`src/rtl/mcx_pkg.sv`:
```
package mcx_pkg;
  typedef enum logic [2:0] {
    REG_DATA = 3'd0,
    REG_CMD  = 3'd1,
    REG_STAT = 3'd2,
    REG_IEN  = 3'd3,
    REG_IDIS = 3'd4,
    REG_MASK = 3'd5
  } reg_addr_e;

  localparam int NUM_SRC   = 8;
  localparam int ST_END    = 0;
  localparam int ST_DRQ    = 1;
  localparam int ST_CARD   = 2;
  localparam int ST_CRC    = 3;
  localparam int ST_TOUT   = 4;
  localparam int ST_DET    = 5;
  localparam int ST_OVR    = 6;
  localparam int ST_UDR    = 7;
  localparam int DIR_BIT   = 31;
endpackage

```
`src/rtl/mcx_fifo.sv`:
```
module mcx_fifo #(
  parameter int DATA_W = 64,
  parameter int DEPTH  = 4,
  localparam int PTR_W = (DEPTH > 1) ? $clog2(DEPTH) : 1,
  localparam int LVL_W = $clog2(DEPTH + 1)
) (
  input  logic              clk_i,
  input  logic              rst_ni,
  input  logic              flush_i,
  input  logic              push_i,
  input  logic [DATA_W-1:0] wdata_i,
  input  logic              pop_i,
  output logic [DATA_W-1:0] rdata_o,
  output logic              full_o,
  output logic              empty_o,
  output logic [LVL_W-1:0]  level_o
);
  logic [DATA_W-1:0] mem [DEPTH];
  logic [PTR_W-1:0]  wr_ptr, rd_ptr;
  logic [LVL_W-1:0]  level;
  logic              do_push, do_pop;

  assign full_o  = (level == LVL_W'(DEPTH));
  assign empty_o = (level == '0);
  assign level_o = level;
  assign do_push = push_i && !full_o && !flush_i;
  assign do_pop  = pop_i && !empty_o && !flush_i;
  assign rdata_o = mem[rd_ptr];

  function automatic logic [PTR_W-1:0] inc_ptr(logic [PTR_W-1:0] p);
    return (p == PTR_W'(DEPTH - 1)) ? '0 : p + 1'b1;
  endfunction

  always_ff @(posedge clk_i) begin
    if (do_push) mem[wr_ptr] <= wdata_i;
  end

  always_ff @(posedge clk_i or negedge rst_ni) begin
    if (!rst_ni) begin
      wr_ptr <= '0;
      rd_ptr <= '0;
      level  <= '0;
    end else if (flush_i) begin
      wr_ptr <= '0;
      rd_ptr <= '0;
      level  <= '0;
    end else begin
      if (do_push) wr_ptr <= inc_ptr(wr_ptr);
      if (do_pop)  rd_ptr <= inc_ptr(rd_ptr);
      case ({do_push, do_pop})
        2'b10:   level <= level + 1'b1;
        2'b01:   level <= level - 1'b1;
        default: level <= level;
      endcase
    end
  end
endmodule

```
`src/rtl/mcx_req_ctrl.sv`:
```
module mcx_req_ctrl #(
  parameter int SIZE_W = 16,
  parameter int WORD_BYTES = 8,
  localparam int LOW_W = $clog2(WORD_BYTES)
) (
  input  logic              clk_i,
  input  logic              rst_ni,
  input  logic              start_i,
  input  logic              abort_i,
  input  logic [SIZE_W-LOW_W-1:0] size_words_i,
  input  logic              word_done_i,
  input  logic              dir_wr_i,
  input  logic              full_i,
  input  logic              empty_i,
  output logic              req_o,
  output logic              req_rise_o,
  output logic [SIZE_W-1:0] remain_o
);
  logic [SIZE_W-1:0] remain;
  logic              req_q;
  logic              room;

  assign room       = dir_wr_i ? !full_i : !empty_i;
  assign req_o      = (remain != '0) && room;
  assign req_rise_o = req_o && !req_q;
  assign remain_o   = remain;

  always_ff @(posedge clk_i or negedge rst_ni) begin
    if (!rst_ni) begin
      remain <= '0;
      req_q  <= 1'b0;
    end else begin
      req_q <= req_o;
      if (abort_i)
        remain <= '0;
      else if (start_i)
        remain <= {size_words_i, {LOW_W{1'b0}}};
      else if (word_done_i && remain != '0)
        remain <= remain - SIZE_W'(WORD_BYTES);
    end
  end
endmodule

```
`src/rtl/mcx_irq.sv`:
```
module mcx_irq #(
  parameter int NSRC = 8,
  parameter int KEEP_BIT = 1
) (
  input  logic            clk_i,
  input  logic            rst_ni,
  input  logic [NSRC-1:0] set_i,
  input  logic            keep_clr_i,
  input  logic            stat_rd_i,
  input  logic            ien_we_i,
  input  logic            idis_we_i,
  input  logic [NSRC-1:0] wdata_i,
  output logic [NSRC-1:0] status_o,
  output logic [NSRC-1:0] mask_o,
  output logic            irq_o
);
  logic [NSRC-1:0] status, mask;
  logic [NSRC-1:0] status_nx, mask_nx;

  always_comb begin
    for (int i = 0; i < NSRC; i++) begin
      status_nx[i] = status[i];
      if (i == KEEP_BIT) begin
        if (keep_clr_i) status_nx[i] = 1'b0;
      end else if (stat_rd_i) begin
        status_nx[i] = 1'b0;
      end
      if (set_i[i]) status_nx[i] = 1'b1;
    end
  end

  always_comb begin
    mask_nx = mask;
    if (ien_we_i)  mask_nx = mask_nx | wdata_i;
    if (idis_we_i) mask_nx = mask_nx & ~wdata_i;
  end

  always_ff @(posedge clk_i or negedge rst_ni) begin
    if (!rst_ni) begin
      status <= '0;
      mask   <= '0;
    end else begin
      status <= status_nx;
      mask   <= mask_nx;
    end
  end

  assign status_o = status;
  assign mask_o   = mask;
  assign irq_o    = |(status & mask);
endmodule

```
`src/rtl/mc_xfer_buf.sv`:
```
module mc_xfer_buf
  import mcx_pkg::*;
#(
  parameter int DATA_W = 64,
  parameter int DEPTH  = 4,
  parameter int SIZE_W = 16,
  localparam int WORD_BYTES = DATA_W / 8,
  localparam int LOW_W = $clog2(WORD_BYTES),
  localparam int LVL_W = $clog2(DEPTH + 1)
) (
  input  logic              clk_i,
  input  logic              rst_ni,
  input  logic              bus_sel_i,
  input  logic              bus_we_i,
  input  logic [2:0]        bus_addr_i,
  input  logic [DATA_W-1:0] bus_wdata_i,
  output logic [DATA_W-1:0] bus_rdata_o,
  output logic              dma_req_o,
  output logic              irq_o,
  input  logic              eng_start_i,
  input  logic              eng_abort_i,
  input  logic              eng_end_i,
  input  logic              eng_crc_err_i,
  input  logic              eng_tout_i,
  input  logic              card_irq_i,
  input  logic              card_det_i,
  input  logic              eng_wvalid_i,
  input  logic [DATA_W-1:0] eng_wdata_i,
  output logic              eng_wready_o,
  output logic              eng_rvalid_o,
  output logic [DATA_W-1:0] eng_rdata_o,
  input  logic              eng_rready_i
);
  logic [SIZE_W-1:0]  cmd_size;
  logic               dir_wr;
  logic               data_acc, data_wr, data_rd;
  logic               stat_rd, ien_we, idis_we, cmd_we;
  logic               fifo_push, fifo_pop, fifo_full, fifo_empty, flush;
  logic [DATA_W-1:0]  fifo_wdata, fifo_head;
  logic [LVL_W-1:0]   fifo_level;
  logic               bus_push_ok, bus_pop_ok, overrun, underrun;
  logic               req, req_rise;
  logic [SIZE_W-1:0]  remain;
  logic [NUM_SRC-1:0] ev_set, status, mask;

  assign data_acc = bus_sel_i && bus_addr_i == REG_DATA;
  assign data_wr  = data_acc && bus_we_i && dir_wr;
  assign data_rd  = data_acc && !bus_we_i && !dir_wr;
  assign cmd_we   = bus_sel_i && bus_we_i && bus_addr_i == REG_CMD;
  assign stat_rd  = bus_sel_i && !bus_we_i && bus_addr_i == REG_STAT;
  assign ien_we   = bus_sel_i && bus_we_i && bus_addr_i == REG_IEN;
  assign idis_we  = bus_sel_i && bus_we_i && bus_addr_i == REG_IDIS;

  always_ff @(posedge clk_i or negedge rst_ni) begin
    if (!rst_ni) begin
      cmd_size <= '0;
      dir_wr   <= 1'b0;
    end else if (cmd_we) begin
      cmd_size <= bus_wdata_i[SIZE_W-1:0];
      dir_wr   <= bus_wdata_i[DIR_BIT];
    end
  end

  // Direction picks which side feeds and which side drains the FIFO.
  assign bus_push_ok  = data_wr && !fifo_full;
  assign bus_pop_ok   = data_rd && !fifo_empty;
  assign overrun      = data_wr && fifo_full;
  assign underrun     = data_rd && fifo_empty;
  assign eng_wready_o = !dir_wr && !fifo_full;
  assign eng_rvalid_o = dir_wr && !fifo_empty;
  assign eng_rdata_o  = fifo_head;
  assign fifo_push    = dir_wr ? bus_push_ok : (eng_wvalid_i && eng_wready_o);
  assign fifo_pop     = dir_wr ? (eng_rready_i && eng_rvalid_o) : bus_pop_ok;
  assign fifo_wdata   = dir_wr ? bus_wdata_i : eng_wdata_i;
  assign flush        = eng_start_i || eng_abort_i;

  mcx_fifo #(.DATA_W(DATA_W), .DEPTH(DEPTH)) u_fifo (
    .clk_i   (clk_i),
    .rst_ni  (rst_ni),
    .flush_i (flush),
    .push_i  (fifo_push),
    .wdata_i (fifo_wdata),
    .pop_i   (fifo_pop),
    .rdata_o (fifo_head),
    .full_o  (fifo_full),
    .empty_o (fifo_empty),
    .level_o (fifo_level)
  );

  mcx_req_ctrl #(.SIZE_W(SIZE_W), .WORD_BYTES(WORD_BYTES)) u_req (
    .clk_i        (clk_i),
    .rst_ni       (rst_ni),
    .start_i      (eng_start_i),
    .abort_i      (eng_abort_i),
    .size_words_i (cmd_size[SIZE_W-1:LOW_W]),
    .word_done_i  (bus_push_ok || bus_pop_ok),
    .dir_wr_i     (dir_wr),
    .full_i       (fifo_full),
    .empty_i      (fifo_empty),
    .req_o        (req),
    .req_rise_o   (req_rise),
    .remain_o     (remain)
  );

  always_comb begin
    ev_set          = '0;
    ev_set[ST_END]  = eng_end_i && !eng_crc_err_i && !eng_tout_i;
    ev_set[ST_DRQ]  = req_rise;
    ev_set[ST_CARD] = card_irq_i;
    ev_set[ST_CRC]  = eng_end_i && eng_crc_err_i;
    ev_set[ST_TOUT] = eng_end_i && eng_tout_i;
    ev_set[ST_DET]  = card_det_i;
    ev_set[ST_OVR]  = overrun;
    ev_set[ST_UDR]  = underrun;
  end

  mcx_irq #(.NSRC(NUM_SRC), .KEEP_BIT(ST_DRQ)) u_irq (
    .clk_i      (clk_i),
    .rst_ni     (rst_ni),
    .set_i      (ev_set),
    .keep_clr_i (data_acc),
    .stat_rd_i  (stat_rd),
    .ien_we_i   (ien_we),
    .idis_we_i  (idis_we),
    .wdata_i    (bus_wdata_i[NUM_SRC-1:0]),
    .status_o   (status),
    .mask_o     (mask),
    .irq_o      (irq_o)
  );

  assign dma_req_o = req;

  always_comb begin
    bus_rdata_o = '0;
    unique case (bus_addr_i)
      REG_DATA: if (!dir_wr) bus_rdata_o = fifo_head;
      REG_CMD: begin
        bus_rdata_o[SIZE_W-1:0] = cmd_size;
        bus_rdata_o[DIR_BIT]    = dir_wr;
      end
      REG_STAT: bus_rdata_o[NUM_SRC-1:0] = status;
      REG_MASK: bus_rdata_o[NUM_SRC-1:0] = mask;
      default:  bus_rdata_o = '0;
    endcase
  end
endmodule

```
`config.mk`:
```
export PLATFORM = sky130hd
export DESIGN_NAME = mc_xfer_buf
export DESIGN_NICKNAME = d
export VERILOG_FILES = /design/src/rtl/mcx_pkg.sv /design/src/rtl/mcx_fifo.sv /design/src/rtl/mcx_req_ctrl.sv /design/src/rtl/mcx_irq.sv /design/src/rtl/mc_xfer_buf.sv
export SDC_FILE = /design/constraint.sdc
export NUM_CORES = 1
export LEC_CHECK = 0
export BUFFER_PORTS_ARGS = -buffer_cell sky130_fd_sc_hd__buf_2
export CORE_MARGIN = 2
export CORE_UTILIZATION = 25
export DETAILED_ROUTE_END_ITERATION = 16
export GPL_ROUTABILITY_DRIVEN = 0
export SLEW_MARGIN = 20
export SYNTH_ARGS = -nofsm -noshare
export SYNTH_HDL_FRONTEND = slang
export SYNTH_SLANG_ARGS = --single-unit
```
`constraint.sdc`:
```
create_clock -name clk_i -period 4.02 [get_ports clk_i]
set_input_delay 1.206 -clock clk_i [delete_from_list [all_inputs] [get_ports clk_i]]
set_output_delay 1.206 -clock clk_i [all_outputs]
set_load 0.03 [all_outputs]
```
==> key figures, run 1 <==
Final layout
  • Layout cells sized above 1: 46.4%
  • Synth-to-Final Area Change: 27.3%
  • Final core occ: 32.1%
  • Final Net Count: 1245
  • Design area: 0.0172 mm²

Worst setup path
  • WP buf/inv: 1
  • RR Endpoint: u_fifo.level_o[2]
  • CP Depth: 3
  • Crit. End Element: output pin
  • Crit Path Class: flop to output pin
  • Crit-path max cell delay: 0.94 ns
  • Crit path max-delay family: flip-flops
  • Crit path launch: u_fifo.rd_ptr[1]
  • Critical Path AT: 2.58 ns
  • CP max-delay cell: dfrtp_4
  • R2r setup slk: 1.27 ns
  • Startpoint types: flop
  • CP endpoint: bus_rdata_o[2]
  • CP cell instances: mux4_2, a221o_1, buf_2
  • R2r worst-path depth: 10
  • Maximum fanout along the worst path: 43
  • Worst EP required: 2.81 ns
  • Worst r2r src: dir_wr

Floorplanning
  • Die Wd: 237 µm
  • Die Y: 237 µm
  • Die footprint: 0.0559 mm²
  • Core ar.: 0.0536 mm²
  • Row cnt: 85
  • Ports: 276
  • Starting Density: 25.2%

Clock network
  • CTS tree: yes
  • Post-CTS sizing: 0
  • Cts bufs inserted: 36
  • Clock-pin slew on the worst setup and hold paths: 0.06 ns
  • Clk_lat worst skew: 0.54 ns
  • Clk sinks: 310
  • Clk buf depth: 3
  • H-tree lvl count: 2
  • Root buffer cell: clkbuf_16

Global route
  • Vias in the first global route: 8432
  • Largest net degree at the start of global routing: 55
  • Gr ovfl total: 0
  • First-pass GRT wire length: 52.1 mm
  • GR Util All Layers: 12.4%
  • Initial antenna violation count: 0

STA
  • Unrepaired setup endpoints after global routing: false
  • Tcrit/Tclk final: 94.3%
  • Final Setup Violations: 0
  • TNS Setup: 0 ns
  • Slew headroom: 45.1%
  • Min cycle time layout: 3.79 ns
  • Skew final: 0.0209 ns
  • Fmax: 264 MHz
  • Final Hold Viols: 0
  • Final Max Slew Viols: 0
  • Worst slew pin tran: 0.820 ns

Synth
  • Top FF cell, synth: edfxtp_1
  • Mapped Avg Cell Area: 17.0 µm²
  • Post-Syn Instances: 795
  • Sequential element share of the synthesized area: 66.9%
  • Top-count cell post-synth: edfxtp_1
  • Yosys cell types: 61
  • Synth Register Bits: 310
  • Top cells by area, synth: edfxtp_1, mux4_2, dfrtp_1
  • Number of synthesis warnings: 0
  • Synth cell count leaders: edfxtp_1, mux2_2, mux4_2, dfrtp_1, and2_1
  • Async SR Flop Fraction: 17.4%
  • Top cell type's share of synthesized area: 56.9%
  • Synthesized area: 0.0135 mm²
  • Largest area contributor in the netlist: edfxtp_1
  • Mapped Nets: 946
  • EDFF count, synth: 256

Detailed routing
  • Drt via density: 4.62
  • Routed wire length: 35.4 mm
  • DR iter-0 viols: 532
  • TritonRoute pass-1 iters: 4
  • # DRC: 0
  • Wire per inst: 19.5 µm
  • Vias: 8391
  • Antenna Nets Post-Route: 0

Place
  • Input/output buffers: 275
  • HPWL after DPL: 23.5 mm
  • Placed inst area: 0.0160 mm²

Flow run
  • Maxcap violations: 0

Power
  • P_leak: 6.26 nW
  • Pwr Density: 473 mW/mm²
  • Maximum VDD drop: 0.251 mV

Outcome
  • Outcome: complete, no violations

Worst hold path
  • Worst hold path type: flop to flop
## worst min path at each step
stage	startpoint	endpoint	slack, ns	cells after the start
2_1_floorplan	u_irq.status_o[6]	u_irq.status_o[6]	0.47	2
4_1_cts	u_req.req_q	u_irq.status_o[1]	0.51	2
6_report	u_req.req_q	u_irq.status_o[1]	0.50	2
3_3_place_gp	u_req.req_q	u_irq.status_o[1]	0.49	2
3_5_place_dp	u_req.req_q	u_irq.status_o[1]	0.50	2
5_1_grt	cmd_size[2]	cmd_size[2]	0.52	1
## sequential cells by signal, indices dropped and copies added (netlist names), 2 cells and up
signal	count
cmd_size	16
u_fifo.level_o	3
u_fifo.mem	256
u_fifo.rd_ptr	2
u_fifo.wr_ptr	2
u_irq.mask_o	8
u_irq.status_o	8
u_req.remain_o	13
## cell families after synthesis
| family | after synthesis | synth area share (%) |
|---|---|---|
| and+or+nand+nor | 170 | 7.19 |
| AOI/OAI and AO/OA | 101 | 5.69 |
| xor gates and xnor gates | 2 | 0.130 |
| muxes | 150 | 17.7 |
| DFF | 310 | 66.9 |
| adders and majority gates | 7 | 0.704 |
| buffers and inverters | 55 | 1.66 |
## where the power goes
group          internal [mW]  total [mW]  leakage (nW)  switching (mW)
registers               3.70        3.80          2.97           0.104
logic                  0.412        1.01          2.70           0.600
clock network           2.04        3.32         0.580            1.28
## stage by stage
| step | power (mW) | setup slack, ns | hold WS [ns] | instances |
|---|---|---|---|---|
| 2_1_floorplan | 4.51 | 0.209 | 0.467 | 795 |
| 3_3_place_gp | 4.86 | 0.347 | 0.488 | 1750 |
| 3_5_place_dp | 4.89 | 0.312 | 0.504 | 1750 |
| 4_1_cts | 8.26 | 0.0312 | 0.508 | 1813 |
| 5_1_grt | 8.45 | 0.107 | 0.523 | 1815 |
| 6_report | 8.14 | 0.231 | 0.502 | 1816 |
## tightest hold or removal path: cells and delay by family (launching register included)
family,cells,cell delay [ns]
AOI/OAI and AO/OA,1,0.11
buffers and inverters,1,0.04
DFF,1,0.32
## per-layer routing
metal | part of all wire, % | global-route usage (%) | wire length [µm]
met5 | 0 | 0 | 0
met2 | 48 | 20.5 | 16900
met4 | 2.4 | 4.28 | 845
met3 | 5.4 | 2.37 | 1920
met1 | 44 | 16.3 | 15700
## placed cells by master, fill, tap and decap left out, types with 4 or more instances in the layout
cell       count
a2111oi_2      5
a21oi_1       31
a221o_1        8
a22o_1         4
a22oi_1       13
and2_1        49
and3_4         4
buf_12        13
buf_2        274
buf_4         16
bufinv_16      5
clkbuf_1       6
clkbuf_16     38
clkinv_1       7
clkinv_2       4
dfrtp_1       51
edfxtp_1     256
ha_1           6
inv_1         13
mux2_2        77
mux2i_1        9
mux4_2        64
nand2_1       23
nand2b_1       4
nand3_1        6
nor2_1        36
nor2b_1        6
nor3_1         9
nor4_1         5
o211ai_1       5
o21ai_0        8
## layout make-up
| type | count | area (µm²) |
|---|---|---|
| Sequential cell | 310 | 9050 |
| Fill cell | 5290 | 36400 |
| Antenna cell | 1 | 2.50 |
| Multi-Input combinational cell | 430 | 4280 |
| Inverter | 13 | 48.8 |
| Clock inverter | 19 | 228 |
| Tap cell | 696 | 871 |
| Timing Repair Buffer | 303 | 1750 |
| Clock buffer | 44 | 973 |
## what timing repair did
item | CTS | global route
setup endpoints to repair | 0 | 1
buffers inserted | 0 | 2
hold buffers | 0 | 0
Note: power is estimated with default switching activity, not from simulation.
==> inputs of run 2 (changes only) <==
--- a/config.mk
+++ b/config.mk
@@ -6,10 +6,13 @@
 export NUM_CORES = 1
 export LEC_CHECK = 0
 export BUFFER_PORTS_ARGS = -buffer_cell sky130_fd_sc_hd__buf_2
+export CELL_PAD_IN_SITES_DETAIL_PLACEMENT = 1
+export CELL_PAD_IN_SITES_GLOBAL_PLACEMENT = 1
 export CORE_MARGIN = 2
 export CORE_UTILIZATION = 25
 export DETAILED_ROUTE_END_ITERATION = 16
 export GPL_ROUTABILITY_DRIVEN = 0
+export PLACE_DENSITY_LB_ADDON = 0.1
 export SLEW_MARGIN = 20
 export SYNTH_ARGS = -nofsm -noshare
 export SYNTH_HDL_FRONTEND = slang
==> run 2 against run 1 <==
Against the previous run:
- setup slack better by 0.014 ns
- sequential power barely moved
- flip-flop and latch count unchanged
- via count grew 0.58%
- critical path depth unchanged
- clock power fell by 6.6%
- hold slack better by 0.0017 ns
- global-route usage grew 2.0 points
- largest cell class unchanged
- largest power group unchanged
==> key figures, run 2 (same netlist as run 1, synthesis figures left out) <==
Worst setup path
  • Critical Path AT: 2.57 ns
  • Startpoint types: flop
  • Crit. End Element: output pin
  • Worst EP required: 2.81 ns
  • Maximum fanout along the worst path: 36
  • Crit Path Class: flop to output pin

Final layout
  • Design area: 0.0172 mm²
  • Multi-input gate area: 0.00428 mm²
  • Most common cell after layout, fill and taps aside: buf_2
  • Synth-to-Final Area Change: 27.1%
  • Max reg flops: 256
  • Most frequent cells in the layout: buf_2, edfxtp_1, mux2_2
  • Final Net Count: 1253
  • Fillers: 5653
  • FF/Latch Area: 0.00905 mm²
  • Largest reg by FF count: u_fifo.mem
  • Layout cells sized above 1: 46.3%

Clock network
  • CTS tree: yes
  • Root buffer cell: clkbuf_16
  • Clk sinks: 310
  • Clk buf depth: 3
  • Clock-pin slew on the worst setup and hold paths: 0.06 ns
  • Cts bufs inserted: 38
  • Post-CTS sizing: 0
  • Clk_lat worst skew: 0.56 ns
  • H-tree lvl count: 2

STA
  • Final Setup Violations: 0
  • TNS Setup: 0 ns
  • Slew headroom: 30.8%
  • Final Hold Viols: 0
  • Skew final: 0.0191 ns
  • Worst slew pin tran: 1.04 ns
  • Unrepaired setup endpoints after global routing: false
  • Final Max Slew Viols: 0
  • Min cycle time layout: 3.78 ns
  • Tcrit/Tclk final: 93.9%
  • Fmax: 265 MHz

Detailed routing
  • DR iter-0 viols: 462
  • Met3 wire len: 1.85 mm
  • Met2 WL post-DR: 19.7 mm
  • Vias: 8440
  • Wire per inst: 22.0 µm
  • Routed wire length: 40.1 mm
  • Drt via density: 4.62
  • Antenna Nets Post-Route: 0
  • Top Layer Used: met5
  • Met1 wire length: 17.7 mm
  • # DRC: 0
  • TritonRoute pass-1 iters: 4

Floorplanning
  • Ports: 276
  • Core ar.: 0.0536 mm²
  • Die Y: 237 µm
  • Row cnt: 85
  • Die Wd: 237 µm
  • Starting Density: 25.2%
  • Die footprint: 0.0559 mm²

Global route
  • Gr ovfl total: 0
  • Initial antenna violation count: 4
  • GR Util All Layers: 14.4%
  • Vias in the first global route: 9123
  • Largest net degree at the start of global routing: 66
  • First-pass GRT wire length: 60.1 mm

Power
  • Pwr Density: 462 mW/mm²
  • Maximum VDD drop: 0.253 mV
  • P_leak: 6.25 nW

Place
  • Input/output buffers: 275
  • Placed inst area: 0.0161 mm²
  • HPWL after DPL: 27.5 mm

Worst hold path
  • Worst hold path type: flop to flop

Outcome
  • Outcome: complete, no violations

Flow run
  • Maxcap violations: 0
-- run 2: worst paths after layout --
path	to	slack, ns	depth (start not counted)	from
worst max-delay path	bus_rdata_o[6]	0.24	3	u_fifo.rd_ptr[1]
max in group asynchronous	u_irq.status_o[4]	2.42	2	rst_ni
min in group asynchronous	cmd_size[14]	0.81	1	rst_ni
worst min-delay path	u_irq.status_o[1]	0.50	2	u_req.req_q
worst min register to register	u_irq.status_o[1]	0.50	2	u_req.req_q
worst max register to register	u_fifo.level_o[2]	1.24	10	dir_wr
-- run 2: layer usage --
| metal | up-vias | global-route usage, % |
|---|---|---|
| li1 | 3795 | - |
| met1 | 4374 | 19.2 |
| met2 | 211 | 24.1 |
| met3 | 58 | 2.60 |
| met4 | 2 | 4.28 |
| met5 | - | 0 |
-- run 2: worst max-delay path, stage by stage (launching register included) --
cell	delay, ns
dfrtp_4	0.91
mux4_2	0.53
a221o_1	0.37
buf_2	0.18
-- run 2: what timing repair did --
item,CTS,global route
hold buffers,0,0
endpoints found under the setup margin,5,0
buffers inserted,1,0
-- run 2: stage by stage --
stage / utilization, % / cells / total power [mW] / hold WS (ns) / worst slack [ns]
after floorplan: - / 795 / 4.51 / 0.467 / 0.209
after global placement: 29.9 / 1757 / 4.92 / 0.490 / 0.328
after detailed placement: 29.9 / 1757 / 4.93 / 0.500 / 0.320
after CTS: 32.1 / 1826 / 8.11 / 0.508 / 0.126
after global routing: 32.1 / 1826 / 8.31 / 0.531 / 0.109
final: 32.1 / 1827 / 7.94 / 0.503 / 0.245
-- run 2: area by class of cell --
| cell class | count | share of cell area (%) |
|---|---|---|
| Sequential cell | 310 | 52.7 |
| Multi-Input combinational cell | 430 | 24.9 |
| Timing Repair Buffer | 309 | 10.6 |
| Clock buffer | 54 | 5.94 |
| Tap cell | 696 | 5.07 |
| Clock inverter | 14 | 0.517 |
| Inverter | 13 | 0.284 |
| Antenna cell | 1 | 0.0146 |
-- run 2: power breakdown --
| part | leakage (nW) | total [mW] | internal [mW] | switching (mW) |
|---|---|---|---|---|
| Combinational | 2.74 | 1.03 | 0.417 | 0.617 |
| Sequential | 2.97 | 3.80 | 3.70 | 0.107 |
| Clock | 0.537 | 3.10 | 1.77 | 1.33 |
==> inputs of run 3 (changes only) <==
--- a/config.mk
+++ b/config.mk
@@ -9,7 +9,7 @@
 export CELL_PAD_IN_SITES_DETAIL_PLACEMENT = 1
 export CELL_PAD_IN_SITES_GLOBAL_PLACEMENT = 1
 export CORE_MARGIN = 2
-export CORE_UTILIZATION = 25
+export CORE_UTILIZATION = 40
 export DETAILED_ROUTE_END_ITERATION = 16
 export GPL_ROUTABILITY_DRIVEN = 0
 export PLACE_DENSITY_LB_ADDON = 0.1
==> run 3 against run 2 <==
Against the previous run:
- wire length is 13% lower
- via count is 0.81% lower
- combinational power is 4% lower
- first-iteration DRC count is 3.7% higher
- clock skew is 0.0049 ns higher
- global-route usage is 5.2 points higher
- setup slack better by 0.033 ns
- final cell count is 13% lower
- maximum frequency is 0.88% higher
==> key figures, run 3 (same netlist as run 1, synthesis figures left out) <==
Clock network
  • Clk buf depth: 3
  • CTS tree: yes
  • Cts bufs inserted: 36
  • H-tree lvl count: 2
  • Clk_lat worst skew: 0.52 ns
  • Clock-pin slew on the worst setup and hold paths: 0.06 ns
  • Clk sinks: 310
  • Root buffer cell: clkbuf_16

STA
  • Unrepaired setup endpoints after global routing: false
  • Worst slew pin tran: 0.755 ns
  • Slew headroom: 49.5%
  • Final Hold Viols: 0
  • TNS Setup: 0 ns
  • Fmax: 267 MHz
  • Skew final: 0.0241 ns
  • Min cycle time layout: 3.74 ns
  • Final Max Slew Viols: 0
  • Final Setup Violations: 0
  • Tcrit/Tclk final: 93.1%

Global route
  • GR Util All Layers: 19.7%
  • First-pass GRT wire length: 53.2 mm
  • Vias in the first global route: 8957
  • Largest net degree at the start of global routing: 48
  • Gr ovfl total: 0
  • Initial antenna violation count: 3

Worst setup path
  • Startpoint types: primary input
  • Crit Path Class: primary input to output pin
  • Critical Path AT: 2.54 ns
  • Crit path launch: bus_addr_i[0]
  • R2r worst-path depth: 9
  • Worst EP required: 2.81 ns
  • Crit. End Element: output pin
  • Maximum fanout along the worst path: 28
  • RR Endpoint: u_fifo.level_o[2]
  • CP endpoint: bus_rdata_o[1]
  • Worst r2r src: dir_wr
  • R2r setup slk: 1.05 ns

Floorplanning
  • Row cnt: 67
  • Ports: 276
  • Starting Density: 40.5%
  • Die footprint: 0.0353 mm²
  • Die Wd: 188 µm
  • Die Y: 188 µm
  • Core ar.: 0.0334 mm²

Final layout
  • Max reg flops: 256
  • Largest reg by FF count: u_fifo.mem
  • Multi-input gate area: 0.00428 mm²
  • Design area: 0.0169 mm²
  • Layout cells sized above 1: 46.7%
  • FF/Latch Area: 0.00905 mm²
  • Most frequent cells in the layout: buf_2, edfxtp_1, mux2_2
  • Fillers: 3343
  • Final Net Count: 1257
  • Cell Count, Final, Fillers Out: 1583
  • Most common cell after layout, fill and taps aside: buf_2
  • Synth-to-Final Area Change: 25.4%

Detailed routing
  • Antenna Nets Post-Route: 0
  • DR iter-0 viols: 479
  • Drt via density: 5.29
  • Wire per inst: 22.0 µm
  • Routed wire length: 34.8 mm
  • Vias: 8372
  • # DRC: 0
  • TritonRoute pass-1 iters: 4

Power
  • P_leak: 6.31 nW
  • Pwr Density: 476 mW/mm²
  • Maximum VDD drop: 0.279 mV

Flow run
  • Maxcap violations: 0

Place
  • Input/output buffers: 275
  • HPWL after DPL: 24.6 mm
  • Placed insts: 1515
  • Placed inst area: 0.0157 mm²

Worst hold path
  • Worst hold path type: flop to flop

Outcome
  • Outcome: complete, no violations
## run 3: changes by cell type in the layout (fill, tap and decap cells not counted), sizes merged
cell / delta
bufinv: +5
clkinv: +1
buf: +6
clkbuf: -8
## run 3: layout make-up
cell class,count,area share (%)
multi-input combinational,430,25.3
timing repair buffer,315,10.7
inverter,13,0.288
antenna,1,0.0148
clock buffer,46,5.54
sequential,310,53.4
tap,448,3.31
clock inverter,20,1.47
## run 3: repair_timing
action | 4_1_cts | 5_1_grt
endpoints found under the setup margin | 0 | 11
setup buffers | 0 | 1
resized for setup | 0 | 0
hold buffers | 0 | 0
## run 3: worst min-delay path by stage
stage	startpoint	endpoint	slack, ns	cells past startpoint
final	cmd_size[2]	cmd_size[2]	0.51	1
after global routing	cmd_size[0]	cmd_size[0]	0.54	1
after CTS	cmd_size[2]	cmd_size[2]	0.52	1
after detailed placement	u_req.req_q	u_irq.status_o[1]	0.50	2
after global placement	u_req.req_q	u_irq.status_o[1]	0.49	2
after floorplan	u_irq.status_o[6]	u_irq.status_o[6]	0.47	2
## run 3: through the flow
stage               hold slack [ns]  total power [mW]  setup slack, ns  utilization, %
finish                        0.514              8.07            0.278            50.8
global placement              0.489              4.87            0.364            47.2
floorplan                     0.467              4.51            0.209               -
CTS                           0.520              8.16           0.0574            50.7
detailed placement            0.504              4.89            0.285            47.2
global route                  0.542              8.38            0.124            50.8
## run 3: where the power goes
group	internal (mW)	switching [mW]	total, mW
Clock	1.99	1.27	3.25
Combinational	0.413	0.579	0.991
Sequential	3.70	0.125	3.82
Total	6.10	1.97	8.07
## run 3: metal layers
layer  wire length (µm)  vias to the layer above  global-route usage [%]
met5                 23                        -                       0
li1                   -                     3803                       -
met1              15200                     4322                    26.3
met2              17300                      205                    33.5
met4                458                        4                    3.85
met3               1770                       38                    4.06
## run 3: worst max-delay path: stages
cell     delay [ns]
buf_2          0.17
nor4_2         0.39
buf_4          0.35
a221o_1        0.20
buf_2          0.20
